### src/rtl/lcdt_pkg.sv
package lcdt_pkg;

   typedef enum logic [1:0] {
      PH_DRAW  = 2'd0,
      PH_HBL   = 2'd1,
      PH_VDRAW = 2'd2,
      PH_VHBL  = 2'd3
   } lcdt_phase_e;

endpackage

### src/rtl/lcdt_phase_timer.sv
module lcdt_phase_timer #(
   parameter int DRAW_CYC   = 1006,
   parameter int HBLANK_CYC = 226,
   localparam int MAX_CYC   = (DRAW_CYC > HBLANK_CYC) ? DRAW_CYC : HBLANK_CYC,
   localparam int CW        = $clog2(MAX_CYC)
) (
   input  logic clk,
   input  logic rst_n,
   input  logic next_is_hbl,
   output logic expire
);

   localparam logic [CW-1:0] DRAW_LD = CW'(DRAW_CYC - 1);
   localparam logic [CW-1:0] HBL_LD  = CW'(HBLANK_CYC - 1);
   localparam logic [CW-1:0] MAX_LD  = CW'(MAX_CYC - 1);

   generate
      if (DRAW_CYC < 2) begin : g_bad_draw
         $error("lcdt_phase_timer: DRAW_CYC must be at least 2");
      end
      if (HBLANK_CYC < 2) begin : g_bad_hbl
         $error("lcdt_phase_timer: HBLANK_CYC must be at least 2");
      end
   endgenerate

   logic [CW-1:0] cnt_q;

   always_ff @(posedge clk) begin
      if (!rst_n) begin
         cnt_q <= DRAW_LD;
      end else if (cnt_q == '0) begin
         cnt_q <= next_is_hbl ? HBL_LD : DRAW_LD;
      end else begin
         cnt_q <= cnt_q - 1'b1;
      end
   end

   assign expire = (cnt_q == '0);


   cnt_range_chk: assert property (@(posedge clk) disable iff (!rst_n)
      cnt_q <= MAX_LD);


   cnt_step_chk: assert property (@(posedge clk) disable iff (!rst_n)
      (!$past(expire) && $past(rst_n)) |-> (cnt_q == $past(cnt_q) - 1'b1));

endmodule

### src/rtl/lcdt_line_ctr.sv
module lcdt_line_ctr #(
   parameter int VIS_LINES = 160,
   parameter int VBL_LINES = 68,
   localparam int TOTAL    = VIS_LINES + VBL_LINES,
   localparam int LW       = $clog2(TOTAL)
) (
   input  logic          clk,
   input  logic          rst_n,
   input  logic          step,
   output logic [LW-1:0] line,
   output logic          at_last_vis,
   output logic          at_last_line
);

   localparam logic [LW-1:0] LAST_VIS  = LW'(VIS_LINES - 1);
   localparam logic [LW-1:0] LAST_LINE = LW'(TOTAL - 1);

   logic [LW-1:0] line_q;

   generate
      if (VIS_LINES < 1) begin : g_bad_vis
         $error("lcdt_line_ctr: VIS_LINES must be at least 1");
      end
      if (VBL_LINES < 1) begin : g_bad_vbl
         $error("lcdt_line_ctr: VBL_LINES must be at least 1");
      end

      if (TOTAL == (1 << LW)) begin : g_pow2
         always_ff @(posedge clk) begin
            if (!rst_n) begin
               line_q <= '0;
            end else if (step) begin
               line_q <= line_q + 1'b1;
            end
         end
      end else begin : g_cmp
         always_ff @(posedge clk) begin
            if (!rst_n) begin
               line_q <= '0;
            end else if (step) begin
               if (line_q == LAST_LINE) begin
                  line_q <= '0;
               end else begin
                  line_q <= line_q + 1'b1;
               end
            end
         end
      end
   endgenerate

   assign line         = line_q;
   assign at_last_vis  = (line_q == LAST_VIS);
   assign at_last_line = (line_q == LAST_LINE);


   line_range_chk: assert property (@(posedge clk) disable iff (!rst_n)
      line_q <= LAST_LINE);


   line_hold_chk: assert property (@(posedge clk) disable iff (!rst_n)
      ($past(rst_n) && !$past(step)) |-> $stable(line_q));

endmodule

### src/rtl/lcdt_event_gen.sv
module lcdt_event_gen (
   input  logic clk,
   input  logic rst_n,
   input  logic enter_hbl,
   input  logic line_end,
   input  logic enter_vbl,
   input  logic frame_end,
   input  logic h_en,
   input  logic v_en,
   output logic hflag,
   output logic vflag,
   output logic hirq,
   output logic virq,
   output logic vstart
);

   logic hflag_q, vflag_q, hirq_q, virq_q, vstart_q;

   always_ff @(posedge clk) begin
      if (!rst_n) begin
         hflag_q  <= 1'b0;
         vflag_q  <= 1'b0;
         hirq_q   <= 1'b0;
         virq_q   <= 1'b0;
         vstart_q <= 1'b0;
      end else begin
         hirq_q   <= enter_hbl & h_en;
         virq_q   <= enter_vbl & v_en;
         vstart_q <= enter_vbl;
         if (enter_hbl) begin
            hflag_q <= 1'b1;
         end else if (line_end) begin
            hflag_q <= 1'b0;
         end
         if (enter_vbl) begin
            vflag_q <= 1'b1;
         end else if (frame_end) begin
            vflag_q <= 1'b0;
         end
      end
   end

   assign hflag  = hflag_q;
   assign vflag  = vflag_q;
   assign hirq   = hirq_q;
   assign virq   = virq_q;
   assign vstart = vstart_q;


   hirq_gate_chk: assert property (@(posedge clk) disable iff (!rst_n)
      hirq_q |-> ($past(h_en) && hflag_q));


   virq_gate_chk: assert property (@(posedge clk) disable iff (!rst_n)
      virq_q |-> ($past(v_en) && vstart_q));


   vstart_pulse_chk: assert property (@(posedge clk) disable iff (!rst_n)
      vstart_q |=> !vstart_q);


   hirq_pulse_chk: assert property (@(posedge clk) disable iff (!rst_n)
      hirq_q |=> !hirq_q);

endmodule

### src/rtl/lcd_scan_timing.sv
module lcd_scan_timing #(
   parameter int DRAW_CYC   = 1006,
   parameter int HBLANK_CYC = 226,
   parameter int VIS_LINES  = 160,
   parameter int VBL_LINES  = 68,
   localparam int LINE_W    = $clog2(VIS_LINES + VBL_LINES)
) (
   input  logic              clk,
   input  logic              rst_n,
   input  logic              hblank_irq_en,
   input  logic              vblank_irq_en,
   output logic [1:0]        phase,
   output logic [LINE_W-1:0] line,
   output logic              hblank_flag,
   output logic              vblank_flag,
   output logic              is_vblank,
   output logic              hblank_irq,
   output logic              vblank_irq,
   output logic              vblank_start
);

   import lcdt_pkg::*;

   lcdt_phase_e phase_q, phase_d;
   logic        expire;
   logic        at_last_vis, at_last_line;
   logic        enter_hbl, line_end, enter_vbl, frame_end;

   // A draw-type phase (bit 0 clear) is always followed by an H-blank.
   lcdt_phase_timer #(
      .DRAW_CYC   (DRAW_CYC),
      .HBLANK_CYC (HBLANK_CYC)
   ) u_timer (
      .clk         (clk),
      .rst_n       (rst_n),
      .next_is_hbl (~phase_q[0]),
      .expire      (expire)
   );

   assign enter_hbl = expire & ~phase_q[0];
   assign line_end  = expire &  phase_q[0];
   assign enter_vbl = line_end & (phase_q == PH_HBL)  & at_last_vis;
   assign frame_end = line_end & (phase_q == PH_VHBL) & at_last_line;

   lcdt_line_ctr #(
      .VIS_LINES (VIS_LINES),
      .VBL_LINES (VBL_LINES)
   ) u_line (
      .clk          (clk),
      .rst_n        (rst_n),
      .step         (line_end),
      .line         (line),
      .at_last_vis  (at_last_vis),
      .at_last_line (at_last_line)
   );

   always_comb begin
      phase_d = phase_q;
      if (expire) begin
         unique case (phase_q)
            PH_DRAW:  phase_d = PH_HBL;
            PH_HBL:   phase_d = at_last_vis  ? PH_VDRAW : PH_DRAW;
            PH_VDRAW: phase_d = PH_VHBL;
            PH_VHBL:  phase_d = at_last_line ? PH_DRAW  : PH_VDRAW;
            default:  phase_d = PH_DRAW;
         endcase
      end
   end

   always_ff @(posedge clk) begin
      if (!rst_n) begin
         phase_q <= PH_DRAW;
      end else begin
         phase_q <= phase_d;
      end
   end

   lcdt_event_gen u_evt (
      .clk       (clk),
      .rst_n     (rst_n),
      .enter_hbl (enter_hbl),
      .line_end  (line_end),
      .enter_vbl (enter_vbl),
      .frame_end (frame_end),
      .h_en      (hblank_irq_en),
      .v_en      (vblank_irq_en),
      .hflag     (hblank_flag),
      .vflag     (vblank_flag),
      .hirq      (hblank_irq),
      .virq      (vblank_irq),
      .vstart    (vblank_start)
   );

   assign phase     = phase_q;
   assign is_vblank = phase_q[1];


   phase_hold_chk: assert property (@(posedge clk) disable iff (!rst_n)
      ($past(rst_n) && !$stable(phase_q)) |-> $past(expire));


   hflag_phase_chk: assert property (@(posedge clk) disable iff (!rst_n)
      hblank_flag == phase_q[0]);


   vflag_phase_chk: assert property (@(posedge clk) disable iff (!rst_n)
      vblank_flag == is_vblank);


   vstart_pos_chk: assert property (@(posedge clk) disable iff (!rst_n)
      vblank_start |-> ((phase_q == PH_VDRAW) && (line == LINE_W'(VIS_LINES))));


   wrap_chk: assert property (@(posedge clk) disable iff (!rst_n)
      ($past(rst_n) && $past(frame_end)) |-> ((line == '0) && (phase_q == PH_DRAW)));

endmodule

### config.mk
export PLATFORM = sky130hd
export DESIGN_NAME = lcd_scan_timing
export DESIGN_NICKNAME = d
export VERILOG_FILES = /design/src/rtl/lcdt_pkg.sv /design/src/rtl/lcdt_phase_timer.sv /design/src/rtl/lcdt_line_ctr.sv /design/src/rtl/lcdt_event_gen.sv /design/src/rtl/lcd_scan_timing.sv
export SDC_FILE = /design/constraint.sdc
export NUM_CORES = 1
export LEC_CHECK = 0
export ABC_AREA = 1
export BUFFER_PORTS_ARGS = -buffer_cell sky130_fd_sc_hd__buf_2
export CAP_MARGIN = 20
export CORE_MARGIN = 2
export CORE_UTILIZATION = 54
export DETAILED_ROUTE_END_ITERATION = 7
export MAX_ROUTING_LAYER = met4
export PLACE_DENSITY = 0.75
export SLEW_MARGIN = 20
export SYNTH_ARGS = -nofsm -noshare
export SYNTH_HDL_FRONTEND = slang
export SYNTH_SLANG_ARGS = --single-unit
### constraint.sdc
create_clock -name clk -period 1.8 [get_ports clk]
set_clock_uncertainty 0.15 [all_clocks]
set_input_delay 0.27 -clock clk [delete_from_list [all_inputs] [get_ports clk]]
set_output_delay 0.27 -clock clk [all_outputs]
set_load 0.01 [all_outputs]
== After elaboration in Yosys (flattened, before gate mapping) ==
Cells that the tools add are included.

* Memories: 0
* Bits in writable memories: 0
* Output and inout port bits: 16
* Bits in registers: 25
* Latch bits: 0
* Memory bits (read-only): 0
* Input bits: 4

* Bitwise logic cells: 9
* Equality and inequality tests: 5
* Divide/modulo/power cells: 0
* Reductions and logical operators: 4
* Order comparisons: 0
* $mul: 0
* Shifts and indexed selects: 0
* Add/subtract/negate cells: 2
* Multiplexer cells: 10

{| class="wikitable"
|+ Operator list
! kind !! number
|-
| 10-bit 2-to-1 mux || 2
|-
| 8-bit == test (second input constant) || 2
|-
| 10-bit logical NOT || 1
|-
| 10-bit by 1-bit subtractor with 10-bit output (second input constant) || 1
|-
| 8-bit by 1-bit adder with 8-bit output (second input constant) || 1
|-
| 1-bit bitwise AND || 8
|-
| 8-bit 2-to-1 mux || 1
|-
| 2-bit case mux with 4 select lines || 1
|-
| 2-bit == test (second input constant) || 2
|-
| 1-bit 2-to-1 mux || 4
|-
| 2-bit 2-to-1 mux || 2
|-
| 2-bit nonzero test || 2
|-
| 2-bit by 1-bit == test with 1-bit output (second input constant) || 1
|-
| 2-bit logical NOT || 1
|-
| 1-bit inverter || 1
|}

== Logic depth before layout (Yosys ltp) ==
Gate-level depths: netlist (run 1).

* Depth after elaboration: 6
* Gate-level depth with buffers: 11
* Mapped depth without buffers: 11

== By module ==
Synthesis (run 1) repeated with hierarchy kept, for this count alone.

* Cell total of the unflattened synthesis: 180
* Area, all modules: 1,292.5 µm²

{| class="wikitable"
|+ Modules (own cells, without submodules)
! module !! instances !! cells each !! area each (µm²)
|-
| lcdt_phase_timer || 1 || 81 || 574.3
|-
| lcdt_line_ctr || 1 || 62 || 447.9
|-
| lcdt_event_gen || 1 || 18 || 158.9
|-
| lcd_scan_timing || 1 || 19 || 111.4
|}

== Worst setup path before layout (run 1) ==
OpenSTA, ideal clock, no wires.

* Path type: flip-flop to flip-flop
* Start point: register u_timer.cnt_q[0]
* End point: register u_line.line_q[7] (netlist: u_line.line[7])
* Arrival: 1.248 ns
* Buffers on the path: 0
* Data required time: 1.531 ns
* Clock period less this slack: 1.517 ns
* Setup slack: 0.283 ns
* Stages on the path, launching flop included: 12
* Cells stage by stage: dfxtp_1 > inv_1 > ha_1 > inv_1 > nor2_1 > nand2_2 > nor2_4 > nand2_4 > nand2_1 > inv_1 > nor2_1 > nor2_1

* Cells in the longest elaborated chain, start to end: 2

{| class="wikitable"
|+ RTL lines
! element !! line !! source
|-
| start, declared || lcdt_phase_timer.sv:26 || <nowiki>logic [CW-1:0] cnt_q;</nowiki>
|-
| start signal, assigned || lcdt_phase_timer.sv:32 || <nowiki>cnt_q <= next_is_hbl ? HBL_LD : DRAW_LD;</nowiki>
|-
| start signal, assigned || lcdt_phase_timer.sv:34 || <nowiki>cnt_q <= cnt_q - 1'b1;</nowiki>
|-
| 10-bit logical NOT || lcdt_phase_timer.sv:38 || <nowiki>assign expire = (cnt_q == '0);</nowiki>
|-
| 1-bit bitwise AND || lcd_scan_timing.sv:41 || <nowiki>assign line_end = expire & phase_q[0];</nowiki>
|-
| end signal, assigned || lcdt_line_ctr.sv:44 || <nowiki>line_q <= line_q + 1'b1;</nowiki>
|-
| end, declared || lcdt_line_ctr.sv:18 || <nowiki>logic [LW-1:0] line_q;</nowiki>
|}

Every way passes these cells.
A chain may end at the register's enable or synchronous reset.

== Final worst setup path (run 1) ==
* Start point: register u_timer.cnt_q[0]
* End point: register u_timer.cnt_q[4]

* Cells in the longest elaborated chain, start to end: 2
* Elaborated cells on any way between the ends: 3
* Classes of those cells: 1 x add/sub; 1 x mux; 1 x reduce/logical

{| class="wikitable"
|+ RTL lines
! element !! line !! source
|-
| 10-bit by 1-bit subtractor with 10-bit output / 10-bit logical NOT (equally long branches) || lcdt_phase_timer.sv:34, lcdt_phase_timer.sv:31 ||
|-
| 10-bit 2-to-1 mux (*) || lcdt_phase_timer.sv:31 || <nowiki>end else if (cnt_q == '0) begin</nowiki>
|}

Mark *: on every way between the ends. The rest lies on a longest branch, timed or not.

==> reports/results.txt, run 1 <==
Vias post-DR: 1120
CTS tree: done
Final slew viol count: 0
Highest Clock Rate: 0.609 GHz
Clock Sinks: 25
Total chip power: 0.000861 W
Min Tclk post-route: 1.64 ns
Pwr/cell area: 602 nW/um^2
Worst-path clk slew: 0.14 ns
Post-layout net count: 213
Max FO, Critical Path: 5
Post-synthesis net count: 185
Top Ports: 20
Die area: 2700 sq um
Top-area cell type share of the netlist area: 40.4%
DRT antenna net count: 0
Area of the multi-input gates: 627 sq um
Setup violators final: 0
Mean routed wirelength per cell: 10.4 microns
Port Buf Inserts: 19
Max_cap viols: 0
Mapped Area: 1240 sq um
Maximum VDD drop: 0.384 mV
Share of cells above drive strength 1: 21.0%
Final WL: 2420 microns
CP endpoint kind: flop
Crit Path Class: flop to flop
Dpl hpwl: 1760 microns
Chip height: 51.9 microns
Rows: 17
Ys async rst share: 0%
Initial DRC count: 29
Die W: 51.9 microns
Fin. Hold Viols: 0
Main synth FF type: dfxtp_1
GRT Total Usage: 20.1%
Yosys warnings: 0
Layout area overhead: 15.3%
Unrepaired setup endpoints after global routing: false
Post-synth EDFFs: 0
Gate Count Post-Synth: 178
Yosys top cell by area: dfxtp_1
LEAKAGE: 0.727 nW
Crit path DAT: 1.75 ns
Largest cells by area after synthesis: dfxtp_1 (40%), nand2_1 (15%), inv_1 (7.9%), nor2_1 (6.7%), nand3_1 (6.1%)
Total CTS buffers: 3
Cts repair resizes: 0
Crit share post-route: 91.2%
Critical Path RT: 1.91 ns
Total congestion overflow: 0
Initial antenna violation count: 0
Synthesized flop and latch total: 25
Worst Setup Start Kind: flop
Commonest cells in the netlist: nand2_1 (50), inv_1 (26), dfxtp_1 (25)
Initial core utilization: 56.6%
Diodes inserted: 0
Final TNS setup: 0 ns
CORE AREA: 2190 sq um
Clk Latency, worst-skew pair: 0.32 ns
Hold Path Class: input port to flop
Hold_ws: 0.0117 ns
Library cells used by synthesis: 22
Clock buffer depth: 2
Vias in the first global route: 947
Max_slew headroom: 74.7%
Fillers: 207
DRC viols: 0
Vias per cell: 4.81
GPL Wtd Cong: 0.865
Sequential Area: 500 sq um
Global-route wire length before repair: 3970 microns
Count leader, synth: nand2_1
Slew @ Worst Pin: 0.379 ns
Avg Cell Area, Syn: 6.97 sq um
Status: finished, final reports clean
Root Buffer: clkbuf_4
Htree depth: 1
Pin count of the biggest net entering global routing: 15
DR pass1 iterations: 4
Post-synthesis sequential area ratio: 40.4%
==> metrics by stage <==
step / setup WS [ns] / instances / utilization (%) / instance area (sq um)
floorplan: 0.283 / 178 / - / 1240
global placement: 0.177 / 224 / 62.2 / 1360
detailed placement: 0.121 / 224 / 62.2 / 1360
CTS: 0.102 / 228 / 63.4 / 1390
global route: 0.0269 / 233 / 65.3 / 1430
finish: 0.158 / 233 / 65.3 / 1430
==> layout by cell type, fill, tap and decap left out, drive strengths merged <==
cell type    instances
o21bai               1
nand4                1
inv                 28
nor3                 3
nand3               16
or2                  1
clkbuf               3
ha                   3
a21oi                8
clkinv               1
xor2                 3
nor2                29
dfxtp               25
dlygate4sd3          1
buf                 23
nand2               54
o21ai                5
==> critical path, cell delays in order (launching register included) <==
cell and delay (ns):
dfxtp_1 0.35, inv_1 0.08, ha_1 0.20, inv_1 0.05, nor2_1 0.04, nand2_2 0.11, nor2_4 0.06, nor2_1 0.31
inv_1 0.12, a21oi_1 0.13
==> report_power, final <==
group	internal, W	switching [W]
Combinational	0.0000155	0.0000262
Clock	0.0000832	0.000169
Sequential	0.000561	0.00000566
==> final timing paths <==
path | cells past startpoint | from | end | slack (ns)
worst max-delay path | 9 | u_timer.cnt_q[0] | u_timer.cnt_q[4] | 0.16
worst min-delay path | 3 | vblank_irq_en | u_evt.virq | 0.01
worst max register to register | 9 | u_timer.cnt_q[0] | u_timer.cnt_q[4] | 0.16
worst min register to register | 1 | u_timer.cnt_q[0] | u_timer.cnt_q[0] | 0.25
==> kinds of logic (layout without fill, tap and decap cells) <==
logic type,after synthesis,after routing,synth area share (%)
buf+inv,29,56,9.08
simple gates,104,104,39.6
fa+ha+maj,3,3,3.03
xor+xnor,3,3,2.12
compound gates,14,14,5.85
flops,25,25,40.4
==> routing by layer <==
| metal | wire length (microns) | share of wire (%) | global-route usage, % | vias up |
|---|---|---|---|---|
| met5 | 0 | 0 | - | - |
| met4 | 30 | 1.2 | 9.65 | 0 |
| met3 | 89 | 3.7 | 2.87 | 4 |
| met2 | 1050 | 43 | 28.5 | 22 |
| met1 | 1250 | 52 | 28.1 | 495 |
| li1 | - | - | - | 599 |
==> layout make-up <==
cell class / instances / area share [%]
Timing Repair Buffer: 24 / 9.45
Tap cell: 28 / 2.45
Clock buffer: 3 / 1.57
Clock inverter: 1 / 0.350
Sequential cell: 25 / 35.0
Multi-Input combinational cell: 124 / 43.8
Inverter: 28 / 7.35
==> registers in the layout, indices dropped and copies added (netlist names) <==
| register | cells |
|---|---|
| u_evt.vstart | 1 |
| u_line.line | 8 |
| u_evt.hirq | 1 |
| u_evt.virq | 1 |
| phase | 2 |
| u_timer.cnt_q | 10 |
| u_evt.vflag | 1 |
| u_evt.hflag | 1 |
==> repair_timing <==
action,in CTS,in global routing
setup buffers,0,4
hold endpoints to repair,0,1
setup endpoints to repair,0,8
hold buffers,0,1
No activity file was read; power rests on OpenSTA's default activity.
==> run 2, diff against run 1 <==
--- a/config.mk
+++ b/config.mk
@@ -5,14 +5,13 @@
 export SDC_FILE = /design/constraint.sdc
 export NUM_CORES = 1
 export LEC_CHECK = 0
-export ABC_AREA = 1
 export BUFFER_PORTS_ARGS = -buffer_cell sky130_fd_sc_hd__buf_2
 export CAP_MARGIN = 20
 export CORE_MARGIN = 2
-export CORE_UTILIZATION = 54
+export CORE_UTILIZATION = 57
 export DETAILED_ROUTE_END_ITERATION = 7
 export MAX_ROUTING_LAYER = met4
-export PLACE_DENSITY = 0.75
+export PLACE_DENSITY = 0.79
 export SLEW_MARGIN = 20
 export SYNTH_ARGS = -nofsm -noshare
 export SYNTH_HDL_FRONTEND = slang
==> constraint.sdc (replaced) <==
create_clock -name clk -period 1.9 [get_ports clk]
set_clock_uncertainty 0.15 [all_clocks]
set_input_delay 0.285 -clock clk [delete_from_list [all_inputs] [get_ports clk]]
set_output_delay 0.285 -clock clk [all_outputs]
set_load 0.01 [all_outputs]
==> reports/results.txt, run 2 <==
Status: finished with violations
Failing checks: setup timing
Die area: 2370 sq um (-12%)
Global-route wire length before repair: 4610 microns (+16%)
Met3 GRT Util: 2.78% (-0.096 points)
Dpl hpwl: 1730 microns (-1.7%)
Clk Latency, worst-skew pair: 0.32 ns (about the same)
Final Core Density: 87.6% (+22 points)
Largest Register: u_timer.cnt_q
Setup violators final: 25 (+25)
Met2 usage: 40.6% (+12 points)
Largest cells by area after synthesis: dfxtp_1 (44%), xnor2_1 (6.9%), nor2_1 (3.6%), ha_1 (3.3%), nor4_1 (2.7%)
Critical Path Max Stage Delay: 0.55 ns (+0.20 ns)
Library cells used by synthesis: 42 (+91%)
Pin count of the biggest net entering global routing: 15 (unchanged)
Placed Cells: 185 (-17%)
Yosys top cell by area: dfxtp_1
CTS tree: done
Die W: 48.7 microns (-6.2%)
R2R Setup Slk: -0.37 ns (-0.53 ns)
Count leader, synth: dfxtp_1
Total congestion overflow: 0 (unchanged)
GRT Total Usage: 25.9% (+5.8 points)
Diodes inserted: 0 (unchanged)
Port Buf Inserts: 19 (unchanged)
Maximum VDD drop: 0.487 mV (+27%)
Gate Count Post-Synth: 121 (-32%)
Root Buffer: clkbuf_4
Synthesized flop and latch total: 25 (unchanged)
Commonest cells in the netlist: dfxtp_1 (25), nor2_1 (11), xnor2_1 (9)
Ordered list of cells on the worst path: inv_2, ha_4, or4b_4, or4b_4, buf_12, o21ai_4, buf_6, o21bai_1
Main synth FF type: dfxtp_1
Post-synth EDFFs: 0 (unchanged)
Mapped Area: 1140 sq um (-8.2%)
Worst-path clk slew: 0.14 ns (about the same)
Max_slew headroom: 71.8% (-2.9 points)
Unrepaired setup endpoints after global routing: true
Share of cells above drive strength 1: 48.8% (+28 points)
CP endpoint kind: flop
Vias per cell: 5.51 (+15%)
Vias in the first global route: 1015 (+7.2%)
Min Tclk post-route: 2.27 ns (+0.632 ns)
GRT busiest layer: met2
Highest Clock Rate: 0.440 GHz (-28%)
Commonest non-fill, non-tap cell in the layout: buf_4
Setup WS post-layout: -0.374 ns (-0.532 ns)
Max FO, Critical Path: 5 (unchanged)
LEAKAGE: 0.727 nW (-0.11%)
Commonest non-fill, non-tap cells in the layout: buf_4 (27), dfxtp_1 (23), buf_2 (19)
Initial core utilization: 59.2% (+2.6 points)
Worst Setup Start Kind: flop
Crit share post-route: 120% (+28 points)
Rows: 16 (-1)
Initial antenna violation count: 0 (unchanged)
Top Ports: 20 (unchanged)
Mean routed wirelength per cell: 16.1 microns (+55%)
Avg Cell Area, Syn: 9.41 sq um (+35%)
Final std cells w/o fill: 197 (-15%)
Crit path DAT: 2.36 ns (+0.61 ns)
DRT antenna net count: 0 (unchanged)
Post-synthesis sequential area ratio: 44.0% (+3.6 points)
Final slew viol count: 0 (unchanged)
Post-layout net count: 178 (-16%)
DR pass1 iterations: 4 (unchanged)
Critical Path RT: 1.99 ns (+0.08 ns)
Slowest CP cell: or4b_4
Crit Path Class: flop to flop
CORE AREA: 1920 sq um (-12%)
Total CTS buffers: 3 (unchanged)
Pwr/cell area: 508 nW/um^2 (-16%)
Vias post-DR: 1085 (-3.1%)
Hold Path Class: input port to flop
Max_cap viols: 0 (unchanged)
DRC viols: 0 (unchanged)
Yosys warnings: 0 (unchanged)
GR Layer Usage met1: 34.1% (+6.0 points)
Clock buffer depth: 2 (unchanged)
Slew @ Worst Pin: 0.420 ns (+0.0407 ns)
Ys async rst share: 0% (unchanged)
Chip height: 48.7 microns (-6.2%)
Layout area overhead: 47.9%
Most numerous cell on the critical path: or4b_4
Fin. Hold Viols: 0 (unchanged)
Initial DRC count: 24 (-17%)
Hold_ws: 0.0897 ns (+0.0780 ns)
Largest register FFs: 10 (unchanged)
GPL Wtd Cong: 0.843 (-2.5%)
Post-synthesis net count: 128 (-31%)
Top-area cell type share of the netlist area: 44.0% (+3.6 points)
Final WL: 3170 microns (+31%)
Htree depth: 1 (unchanged)
Clock Sinks: 25 (unchanged)
-- run 2: cell count changes in the layout (fill, tap and decap cells not counted), moves of 8 or more --
cell | before | now
buf_4 | 4 | 27
inv_1 | 26 | 5
nand2_1 | 50 | 8
nand3_1 | 15 | 2
nor2_1 | 22 | 8
xnor2_1 | 0 | 8
-- run 2: logic make-up after synthesis --
group                    share of synthesized area (%)
AND/OR/NAND/NOR                                   25.5
flip-flops                                        44.0
buffers and inverters                             6.70
multiplexers                                      1.76
XOR/XNOR                                          9.23
AO/OA/AOI/OAI                                     9.56
adder cells (fa/ha/maj)                           3.30
-- run 2: final timing paths --
kind / cells after the start / endpoint / from
worst max-delay path: 8 / phase[1] / u_timer.cnt_q[0]
worst min-delay path: 2 / u_evt.hirq / hblank_irq_en
worst max register to register: 8 / phase[1] / u_timer.cnt_q[0]
worst min register to register: 2 / u_evt.vflag / u_evt.vflag
-- run 2: timing repair --
item | 4_1_cts | 5_1_grt
endpoints found under the hold margin | 0 | 1
endpoints found under the setup margin | 23 | 25
hold buffers | 0 | 1
gates resized for setup | 20 | 15
pin swaps | 4 | 6
setup buffers | 5 | 2
-- run 2: worst max-delay path: cells and delay by family, from the launching register on --
kind | cells | cell delay, ns
simple gates | 2 | 1.01
buf+inv | 3 | 0.37
flops | 1 | 0.35
compound gates | 2 | 0.20
fa+ha+maj | 1 | 0.12
-- run 2: cell type report --
| cell class | instances | area, sq um |
|---|---|---|
| clock buffer | 4 | 26.3 |
| fill | 98 | 238 |
| inverter | 7 | 26.3 |
| multi-input combinational | 81 | 707 |
| sequential | 25 | 503 |
| tap | 27 | 33.8 |
| timing repair buffer | 53 | 388 |
-- run 2: routing by layer --
layer,up-vias,wire [microns]
met2,31,1610
met3,8,87
met1,519,1400
met5,-,0
met4,0,83
li1,527,-
-- run 2: power breakdown --
part	switching, W	leakage, nW	total, W	internal, W
clock	0.000161	0.0150	0.000244	0.0000822
combinational	0.0000361	0.509	0.0000728	0.0000367
sequential	0.00000525	0.203	0.000539	0.000533
total	0.000203	0.727	0.000855	0.000652
-- run 2: per-stage QoR --
stage               instance area (sq um)  total power [W]  worst slack (ns)  TNS, ns
detailed placement                   1420         0.000601            -0.329    -3.61
CTS                                  1560         0.000833            -0.334    -4.68
global placement                     1420         0.000599            -0.273    -2.72
finish                               1680         0.000855            -0.374    -5.26
global route                         1680         0.000878            -0.424    -6.65
floorplan                            1150         0.000575            -0.445    -4.65
==> run 3, diff against run 2 <==
--- a/config.mk
+++ b/config.mk
@@ -6,7 +6,6 @@
 export NUM_CORES = 1
 export LEC_CHECK = 0
 export BUFFER_PORTS_ARGS = -buffer_cell sky130_fd_sc_hd__buf_2
-export CAP_MARGIN = 20
 export CORE_MARGIN = 2
 export CORE_UTILIZATION = 57
 export DETAILED_ROUTE_END_ITERATION = 7
==> constraint.sdc (replaced) <==
create_clock -name clk -period 1.9 [get_ports clk]
set_clock_uncertainty 0.15 [all_clocks]
set_input_delay 0.285 -clock clk [delete_from_list [all_inputs] [get_ports clk]]
set_output_delay 0.285 -clock clk [all_outputs]
set_load 0.1 [all_outputs]
==> reports/results.txt, run 3 (synthesis results as in run 2) <==
Worst r2r src: u_timer.cnt_q[0]
Clock buffer depth: 2 (unchanged)
CORE AREA: 1920 sq um (unchanged)
Layout area overhead: 34.3%
Setup WS pre-CTS: -0.297 ns (+0.0317 ns)
Status: finished with violations
Share of cells above drive strength 1: 42.9% (-5.9 points)
Crit Path Class: flop to flop
Total congestion overflow: 0 (unchanged)
GRT Total Usage: 25.7% (-0.21 points)
Hold path endpoint: u_evt.virq
Critical Path RT: 2.01 ns (+0.02 ns)
Crit path DAT: 2.35 ns (about the same)
Commonest non-fill, non-tap cell in the layout: buf_4
HP Start: vblank_irq_en
Max FO, Critical Path: 6 (+1)
CP endpoint kind: flop
Setup violators final: 15 (-40%)
Max_slew headroom: 67.3% (-4.4 points)
Pin count of the biggest net entering global routing: 15 (unchanged)
Maximum VDD drop: 0.457 mV (-6.2%)
Clk Latency, worst-skew pair: 0.32 ns (about the same)
Root Buffer: clkbuf_4
Min Tclk post-route: 2.24 ns (-0.0342 ns)
Max_cap viols: 0 (unchanged)
Hold Path Class: input port to flop
Fin. Hold Viols: 0 (unchanged)
Worst Setup Start Kind: flop
Largest Register: u_timer.cnt_q
Final slew viol count: 0 (unchanged)
Port Buf Inserts: 19 (unchanged)
Chip height: 48.7 microns (unchanged)
Initial core utilization: 59.2% (unchanged)
LEAKAGE: 0.684 nW (-5.9%)
Hold path cells: 2 (unchanged)
Vias per cell: 5.66 (+2.7%)
Post-layout net count: 171 (-3.9%)
Dpl hpwl: 1820 microns (+5.1%)
Final Core Density: 79.6% (-8.1 points)
Mean routed wirelength per cell: 14.8 microns (-8.4%)
CTS tree: done
Vias post-DR: 1075 (-0.92%)
Worst-path clk slew: 0.13 ns (about the same)
Total chip power: 0.000836 W (-2.2%)
DRC viols: 0 (unchanged)
Global-route wire length before repair: 4570 microns (-0.91%)
Initial antenna violation count: 0 (unchanged)
Die area: 2370 sq um (unchanged)
Clock Sinks: 25 (unchanged)
Rows: 16 (unchanged)
Largest register FFs: 10 (unchanged)
Slew @ Worst Pin: 0.494 ns (+0.0740 ns)
Highest Clock Rate: 0.446 GHz (+1.5%)
Htree depth: 1 (unchanged)
Setup WS post-layout: -0.340 ns (+0.0342 ns)
GPL Wtd Cong: 0.853 (+1.1%)
Initial DRC count: 9 (-63%)
Failing checks: setup timing
Commonest non-fill, non-tap cells in the layout: buf_4 (23), buf_2 (19), dfxtp_1 (16), nor2_1 (11)
Crit share post-route: 118% (-1.8 points)
DRT antenna net count: 0 (unchanged)
Unrepaired setup endpoints after global routing: true
DR pass1 iterations: 4 (unchanged)
R2R Setup Slk: -0.34 ns (+0.03 ns)
Top Ports: 20 (unchanged)
R2R cell count: 6 (-2)
Final WL: 2800 microns (-12%)
Fillers: 125 (+28%)
Pwr/cell area: 547 nW/um^2 (+7.7%)
RR Endpoint: u_line.line[1]
Vias in the first global route: 1031 (+1.6%)
Die W: 48.7 microns (unchanged)
Total CTS buffers: 3 (unchanged)
Diodes inserted: 0 (unchanged)
## run 3: repair_timing
| item | in CTS | in global routing |
|---|---|---|
| hold buffers | 0 | 0 |
| setup buffers | 1 | 2 |
| pin swaps | 2 | 1 |
| endpoints found under the hold margin | 0 | 0 |
| resized for setup | 8 | 7 |
| endpoints found under the setup margin | 21 | 25 |
## run 3: routing by layer
| layer | routed length (microns) | up-vias | global-route usage, % |
|---|---|---|---|
| met1 | 1180 | 515 | 30.6 |
| met2 | 1390 | 34 | 41.6 |
| met3 | 114 | 13 | 4.32 |
| li1 | - | 513 | - |
| met5 | 0 | - | - |
| met4 | 117 | 0 | 13.8 |
## run 3: critical path: stages (launching register included)
cell	delay [ns]
dfxtp_2	0.35
inv_2	0.05
ha_1	0.13
or4b_4	0.45
or4b_4	0.55
or3b_1	0.37
a21boi_1	0.12
## run 3: how the worst max path moves through the flow
stage,startpoint,to,slack (ns),cells after the start
floorplan,u_timer.cnt_q[0],u_line.line[1],-0.45,8
global placement,u_timer.cnt_q[1],u_line.line[1],-0.26,6
detailed placement,u_timer.cnt_q[1],u_evt.vflag,-0.30,6
CTS,u_timer.cnt_q[0],u_line.line[1],-0.32,6
global route,u_timer.cnt_q[0],u_line.line[1],-0.41,6
finish,u_timer.cnt_q[0],u_line.line[1],-0.34,6
## run 3: power breakdown
part | switching, W | internal [W]
registers | 0.00000508 | 0.000533
clock network | 0.000156 | 0.0000824
logic | 0.0000277 | 0.0000318
total | 0.000189 | 0.000647
## run 3: through the flow
| stage | instance area (sq um) | cells | setup TNS, ns | hold WS, ns |
|---|---|---|---|---|
| 6_report | 1530 | 190 | -3.54 | 0.0108 |
| 3_3_place_gp | 1410 | 183 | -2.77 | 0.321 |
| 2_1_floorplan | 1160 | 121 | -4.70 | 0.233 |
| 5_1_grt | 1530 | 190 | -4.67 | 0.00421 |
| 4_1_cts | 1480 | 188 | -3.08 | 0.00998 |
| 3_5_place_dp | 1410 | 183 | -3.33 | 0.334 |
## run 3: layout make-up
type                            count  area, sq um  area share (%)
Multi-Input combinational cell     81          618            40.4
Sequential cell                    25          512            33.5
Timing Repair Buffer               46          313            20.5
Tap cell                           27         33.8            2.21
Clock buffer                        4         26.3            1.72
Inverter                            7         26.3            1.72
